## config.mk

```make
export PLATFORM = sky130hd
export DESIGN_NAME = shadd_mul
export DESIGN_NICKNAME = d
export VERILOG_FILES = /design/src/rtl/shadd_mul_pkg.sv /design/src/rtl/shadd_mul_ctrl.sv /design/src/rtl/shadd_mul_dp.sv /design/src/rtl/shadd_mul.sv
export SDC_FILE = /design/constraint.sdc
export NUM_CORES = 1
export LEC_CHECK = 0
export ABC_AREA = 0
export BUFFER_PORTS_ARGS = -buffer_cell sky130_fd_sc_hd__buf_2
export CORE_MARGIN = 4
export CORE_UTILIZATION = 59
export DETAILED_ROUTE_END_ITERATION = 10
export GPL_TIMING_DRIVEN = 0
export PLACE_DENSITY_LB_ADDON = 0.08
export RECOVER_POWER = 100
export SKIP_LAST_GASP = 1
export SLEW_MARGIN = 20
export SYNTH_ARGS = -nofsm -noshare
export SYNTH_HDL_FRONTEND = slang
export SYNTH_SLANG_ARGS = --single-unit
```

## constraint.sdc

```tcl
create_clock -name clk -period 3.57 [get_ports clk]
set_clock_uncertainty 0.1 [all_clocks]
set_input_delay 0.1785 -clock clk [delete_from_list [all_inputs] [get_ports clk]]
set_output_delay 0.1785 -clock clk [all_outputs]
set_load 0.1 [all_outputs]
```

## src/rtl/shadd_mul_pkg.sv

```systemverilog
package shadd_mul_pkg;
  typedef struct packed {
    logic loadOps;
    logic addStep;
    logic shiftStep;
  } stepCtrl_t;
endpackage

```

## src/rtl/shadd_mul_ctrl.sv

```systemverilog
module shadd_mul_ctrl
  import shadd_mul_pkg::*;
(
  input  logic      clk,
  input  logic      rst,
  input  logic      loadIn,
  output stepCtrl_t strobes,
  output logic      phase
);
  // phase 0 = add cycle, phase 1 = shift cycle
  always_ff @(posedge clk) begin
    if (rst)         phase <= 1'b0;
    else if (loadIn) phase <= 1'b0;
    else             phase <= ~phase;
  end

  always_comb begin
    strobes.loadOps   = loadIn;
    strobes.addStep   = !loadIn && !phase;
    strobes.shiftStep = !loadIn && phase;
  end
endmodule

```

## src/rtl/shadd_mul_dp.sv

```systemverilog
module shadd_mul_dp
  import shadd_mul_pkg::*;
#(
  parameter int OP_W = 16
) (
  input  logic              clk,
  input  logic              rst,
  input  stepCtrl_t         strobes,
  input  logic [OP_W-1:0]   aIn,
  input  logic [OP_W-1:0]   bIn,
  output logic [2*OP_W-1:0] prodQ,
  output logic [2*OP_W-1:0] mcandQ,
  output logic [OP_W-1:0]   mplierQ,
  output logic              mplierEmpty
);
  localparam int PROD_W = 2 * OP_W;

  logic [PROD_W-1:0] addend;
  logic [PROD_W-1:0] sum;
  logic              takeBit;

  assign takeBit = strobes.addStep && mplierQ[0];

  // gate the multiplicand into the adder bit by bit
  for (genvar i = 0; i < PROD_W; i++) begin : g_gate
    assign addend[i] = mcandQ[i] & takeBit;
  end

  assign sum         = prodQ + addend;
  assign mplierEmpty = (mplierQ == '0);

  always_ff @(posedge clk) begin
    if (rst) begin
      prodQ   <= '0;
      mcandQ  <= '0;
      mplierQ <= '0;
    end else if (strobes.loadOps) begin
      prodQ   <= '0;
      mcandQ  <= {{(PROD_W-OP_W){1'b0}}, aIn};
      mplierQ <= bIn;
    end else if (strobes.shiftStep) begin
      mcandQ  <= {mcandQ[PROD_W-2:0], 1'b0};
      mplierQ <= {1'b0, mplierQ[OP_W-1:1]};
    end else begin
      prodQ   <= sum;
    end
  end
endmodule

```

## src/rtl/shadd_mul.sv

```systemverilog
module shadd_mul
  import shadd_mul_pkg::*;
#(
  parameter int OP_W = 16
) (
  input  logic              clk,
  input  logic              rst,
  input  logic              loadIn,
  input  logic [OP_W-1:0]   aIn,
  input  logic [OP_W-1:0]   bIn,
  output logic [2*OP_W-1:0] product,
  output logic              done
);
  stepCtrl_t         strobes;
  logic              phaseNow;
  logic [2*OP_W-1:0] mcandNow;
  logic [OP_W-1:0]   mplierNow;

  shadd_mul_ctrl u_ctrl (
    .clk(clk), .rst(rst), .loadIn(loadIn),
    .strobes(strobes), .phase(phaseNow)
  );

  shadd_mul_dp #(.OP_W(OP_W)) u_dp (
    .clk(clk), .rst(rst), .strobes(strobes),
    .aIn(aIn), .bIn(bIn),
    .prodQ(product), .mcandQ(mcandNow), .mplierQ(mplierNow),
    .mplierEmpty(done)
  );
endmodule

```

* Word-level counts from Yosys, hierarchy flattened
Cells that the tools add are included. Widths: inputs -> output; s select.
Cells by class: $add $sub $neg 1, muxes and demuxes 4, bitwise operators 33, reductions and logical operators 8
Operators with widths (number):
- $mux 16 | 4
- $add 32x32->32 | 1
- $and 1x1->1 | 32
- $logic_not 16->1 | 1
- $logic_and 1x1->1 | 3
- $logic_not 1->1 | 2
- $reduce_bool 2->1 | 1
- $reduce_or 2->1 | 1
- $not 1->1 | 1
Word-level totals: bits in registers 81, bits of input ports 35, output and inout port bits 33

* Depth between registers and ports, before layout
depth in word-level cells 5, mapped depth 12, gate-level depth less buffers 11

* Cells and area by module
Synthesis repeated with hierarchy kept, for this count alone.
Second synthesis, totals: cell total of the unflattened synthesis 636, area, all modules 5058.6 um^2
By module, submodules not included:
- shadd_mul_dp | instances 1, cells an instance 631, area an instance 5008.6 um^2, sequential area each 1601.5 um^2
- shadd_mul_ctrl | instances 1, cells an instance 5, area an instance 50.0 um^2, sequential area each 20.0 um^2

* Least setup slack after synthesis
OpenSTA, ideal clock, no wires.
kind register to register, start point reg u_dp.prodQ[0], end point reg u_dp.prodQ[28], arrival 2.763 ns, data required time 3.349 ns, setup slack 0.586 ns, cell stages (with the launch flop) 10, buffers on the path 0, cell sequence dfxtp_1 -> ha_1 -> fa_1 -> a21oi_1 -> o211a_1 -> nand4b_1 -> and4_4 -> or3_1 -> o2111ai_1 -> a21oi_1
Between the ends: cells in the longest elaborated chain, start to end 1
Ends and longest elaborated chain:
- from (decl) | RTL line shadd_mul_dp.sv:11 | output logic [2*OP_W-1:0] prodQ,
- from (signal assigned) | RTL line shadd_mul_dp.sv:45 | prodQ <= sum;
- $add 32x32->32 | RTL line shadd_mul_dp.sv:29 | assign sum = prodQ + addend;
Every way passes these cells. A chain may end at the register's enable or synchronous reset.

* Final worst setup path
start point reg u_dp.mplierQ[0], end point reg u_dp.prodQ[30]
Between the ends: cells in the longest elaborated chain, start to end 3, elaborated cells between the ends (all ways) 33
Ends and longest elaborated chain:
- from (decl) | RTL line shadd_mul_dp.sv:13 | output logic [OP_W-1:0] mplierQ,
- from (signal assigned) | RTL line shadd_mul_dp.sv:40 | mplierQ <= bIn;
- from (signal assigned) | RTL line shadd_mul_dp.sv:43 | mplierQ <= {1'b0, mplierQ[OP_W-1:1]};
- $logic_and 1x1->1 * | RTL line shadd_mul_dp.sv:22 | assign takeBit = strobes.addStep && mplierQ[0];
- $and 1x1->1 | RTL line shadd_mul_dp.sv:26 | assign addend[i] = mcandQ[i] & takeBit;
- $add 32x32->32 * | RTL line shadd_mul_dp.sv:29
Every way passes the cells marked *; elsewhere a longest branch is shown, timed or not.

==> flow_metrics.tcl <==
set metrics [dict create \
    synth_area_um2 5190 \
    max_freq_mhz 296 \
    cp.required_ps 3720 \
    post-route-drc-count 0 \
    ios 68 \
    crit_chain "nor3b_4 -> clkbuf_1 -> and2_1 -> ha_1 -> buf_6 -> and4_2 -> a41oi_1 -> o21a_1 -> nand3_1 -> a21oi_1 -> mux2i_1 -> a32o_1" \
    grt_overflow 0 \
    synth_cell_types 59 \
    fin_nets 806 \
    place_hpwl_um 10300 \
    finalCritPeriodShare 0.947 \
    routabilityCongestion 0.936 \
    r2r_end "u_dp.prodQ[30]$_SDFFE_PP0N_" \
    timing.rr.start "u_dp.mplierQ[0]$_SDFFE_PP0P_" \
    hold_class "in2reg" \
    final_hold_viol_count 0 \
    grt_max_degree 17 \
    yosysSeqAreaShare 0.312 \
    numPortBuffers 66 \
    start_util 0.619 \
    numCtsBuffers 9 \
    critPathLaunch "u_dp.mplierQ[0]$_SDFFE_PP0P_" \
    leakage_nw 2.58 \
    critPathCapture "u_dp.prodQ[30]$_SDFFE_PP0N_" \
    cp-start-kind "register" \
    rsz0062_at_grt "no" \
    hold_ws_ps 33.4 \
    antenna_found_initial 0 \
    hp-start "rst" \
    wl_per_cell_um 17.3 \
    fin_area_um2 6170 \
    worst-r2r-cell-count 12 \
    synth_fp_nets 697 \
    cpMaxStageDelayCell "dfxtp_1" \
    tritoncts "built" \
    dp_slack_ps -63.0 \
    relSlewSlack 0.196 \
    power_w 0.00202 \
    worst-slew-pin-transition_ps 1210 \
    setup_ws_ps 189 \
    postSynth.asyncResetShare 0 \
    drtPass1Iterations 5 \
    endpoint_kind "register" \
    totalWireLength_um 14700 \
    syn_avg_cell_area_um2 8.24 \
    num-fill-cells 648 \
    min_period_ps 3380 \
    rows 33 \
    antenna_left 0 \
    grt_pass1_wl_um 23900 \
    grt_usage 0.291 \
    cpPeakStageDelay_ps 380 \
    via_count 5114 \
    clk-insertion-delay-late_ps 360 \
    core-area_um2 8380 \
    crit_fanout 10 \
    clock-sinks 81 \
    r2r_slack_ps 190 \
    grt_pass1_vias 4906 \
    postSynthCellCount 630 \
    ir_drop_mv 0.397 \
    place_area_um2 5650 \
    htreeDepth 3 \
    post_cts_buffers 0 \
    power.density_nw_per_um2 328 \
    fp.dieW_um 102 \
    areaGrowthSynthToFinish_pct 18.9 \
    dieArea_um2 10400 \
    drt-vias-per-instance 6.02 \
    cts_root_buf "clkbuf_8" \
    finalSetupViolations 0 \
    ys.flop_type "dfxtp_1" \
    critical_path_arrival_ps 3530 \
    path_clk_slew_ps 100 \
    die_y_um 102 \
    status "finished, final reports clean" \
    drt_iter0_drc 310 \
    ys_warn_count 0 \
    clockBufferDepth 2 \
    antenna_cells 0 \
    drive_gt1_frac 0.116 \
    ys_ff_latch 81 \
    synth_edf_count 0 \
    worstSetupPathType "reg2reg" \
    cap_viol_max_count 0 \
    drv_slew 0 \
]
## worst max-delay path: cells and delay by family, from the launching register on
family	cells	cell delay, ps
AO/OA/AOI/OAI	4	1000
AND/OR/NAND/NOR	4	970
adder cells (fa/ha/maj)	1	260
flip-flops	1	380
buffers and inverters	2	420
multiplexers	1	140
## per-stage QoR
step | util | setup TNS, ps | cells
2_1_floorplan | - | 0 | 630
3_3_place_gp | 0.674 | -5.37 | 801
3_5_place_dp | 0.674 | -80.3 | 801
4_1_cts | 0.741 | 0 | 849
5_1_grt | 0.736 | 0 | 849
6_report | 0.736 | 0 | 849
## worst min path at each step
stage,depth (start not counted),end,slack [ps]
2_1_floorplan,2,u_dp.mplierQ[14]$_SDFFE_PP0P_,220
3_3_place_gp,3,u_dp.mplierQ[14]$_SDFFE_PP0P_,310
3_5_place_dp,3,u_dp.mplierQ[14]$_SDFFE_PP0P_,310
4_1_cts,2,u_dp.mcandQ[1]$_SDFFE_PP0P_,40
5_1_grt,2,u_dp.mcandQ[1]$_SDFFE_PP0P_,50
6_report,2,u_dp.mcandQ[1]$_SDFFE_PP0P_,30
## flip-flops by register name (all words and copies together) (netlist names)
signal and flops:
u_dp.mplierQ 16, u_ctrl.phase 1, u_dp.mcandQ 32, u_dp.prodQ 32
## per-layer routing
metal | vias to the layer above | GRT usage | part of all wire | wire length [um]
met5 | - | 0 | 0 | 0
met4 | 0 | 0.0992 | 0.025 | 365
met3 | 37 | 0.0654 | 0.076 | 1120
met2 | 213 | 0.477 | 0.47 | 6850
met1 | 2381 | 0.377 | 0.43 | 6390
li1 | 2483 | - | - | -
## Yosys cell counts, types with 3 or more instances
cell / count / area share
nor2_1: 101 / 0.073
dfxtp_1: 81 / 0.31
a21oi_1: 73 / 0.070
mux2i_1: 51 / 0.098
and2_1: 34 / 0.041
ha_1: 31 / 0.075
nand2_1: 30 / 0.022
clkbuf_1: 22 / 0.016
o21ai_0: 22 / 0.021
xnor2_1: 18 / 0.030
a21o_1: 15 / 0.022
o221a_2: 11 / 0.024
nor3_1: 10 / 0.0096
nand3_1: 9 / 0.0087
nor4_1: 9 / 0.011
inv_1: 8 / 0.0058
nand4_1: 7 / 0.0084
o21a_1: 7 / 0.010
a211oi_1: 6 / 0.0087
buf_1: 6 / 0.0043
buf_2: 6 / 0.0058
buf_6: 5 / 0.011
o21bai_1: 5 / 0.0072
xor2_1: 5 / 0.0084
and4_1: 4 / 0.0067
nor3b_1: 4 / 0.0058
o211ai_1: 4 / 0.0058
o31ai_1: 4 / 0.0058
a31oi_1: 3 / 0.0036
o2111ai_1: 3 / 0.0051
## cell usage in the layout, fill, tap and decap left out, types with 3 or more instances in the layout
master         synthesis  layout
buf_2                  6      37
o21ai_0               22      22
and2_0                 0       3
nand3_1                9      10
clkbuf_1              22      60
a21o_1                15      15
nand2_1               30      30
nor3b_1                4       3
clkbuf_2               2       3
o221a_2               11      11
o21bai_1               5       5
xnor2_1               18      18
o2111ai_1              3       3
buf_6                  5       5
nor2_1               101     101
and2_1                34      31
nand4_1                7       7
clkbuf_8               0       9
o31ai_1                4       4
ha_1                  31      31
a31oi_1                3       3
nor3_1                10      10
a211oi_1               6       6
a21oi_1               73      73
mux2i_1               51      51
inv_1                  8       8
o211ai_1               4       4
dfxtp_1               81      81
o21a_1                 7       7
dlygate4sd3_1          0      32
nor4_1                 9       9
and4_1                 4       4
xor2_1                 5       5
## power breakdown
part           switching, W  leakage (nW)  total, W  internal (W)
sequential        0.0000235         0.659  0.000953      0.000930
clock              0.000395         0.118  0.000805      0.000411
combinational      0.000165          1.80  0.000266      0.000101
total              0.000583          2.58   0.00202       0.00144
## layout make-up
| cell class | instances | area (um^2) | share of cell area |
|---|---|---|---|
| Buffer | 42 | 208 | 0.0337 |
| Clock buffer | 9 | 124 | 0.0201 |
| Clock inverter | 7 | 109 | 0.0176 |
| Inverter | 9 | 33.8 | 0.00548 |
| Multi-Input combinational cell | 498 | 3330 | 0.540 |
| Sequential cell | 81 | 1620 | 0.263 |
| Tap cell | 105 | 131 | 0.0213 |
| Timing Repair Buffer | 98 | 609 | 0.0988 |
## timing repair
item | in CTS | in global routing
pin swaps | 0 | 0
setup endpoints to repair | 2 | 3
hold endpoints to repair | 32 | 0
gates cloned | 0 | 0
resized for setup | 1 | 4
hold buffers | 32 | 0
## cell families after synthesis
logic type      share of synthesized area
simple gates                        0.203
compound gates                      0.222
flops                               0.312
buf+inv                            0.0468
mux                                0.0984
fa+ha+maj                          0.0786
xor+xnor                           0.0388
Note: power is estimated with default switching activity, not from simulation.
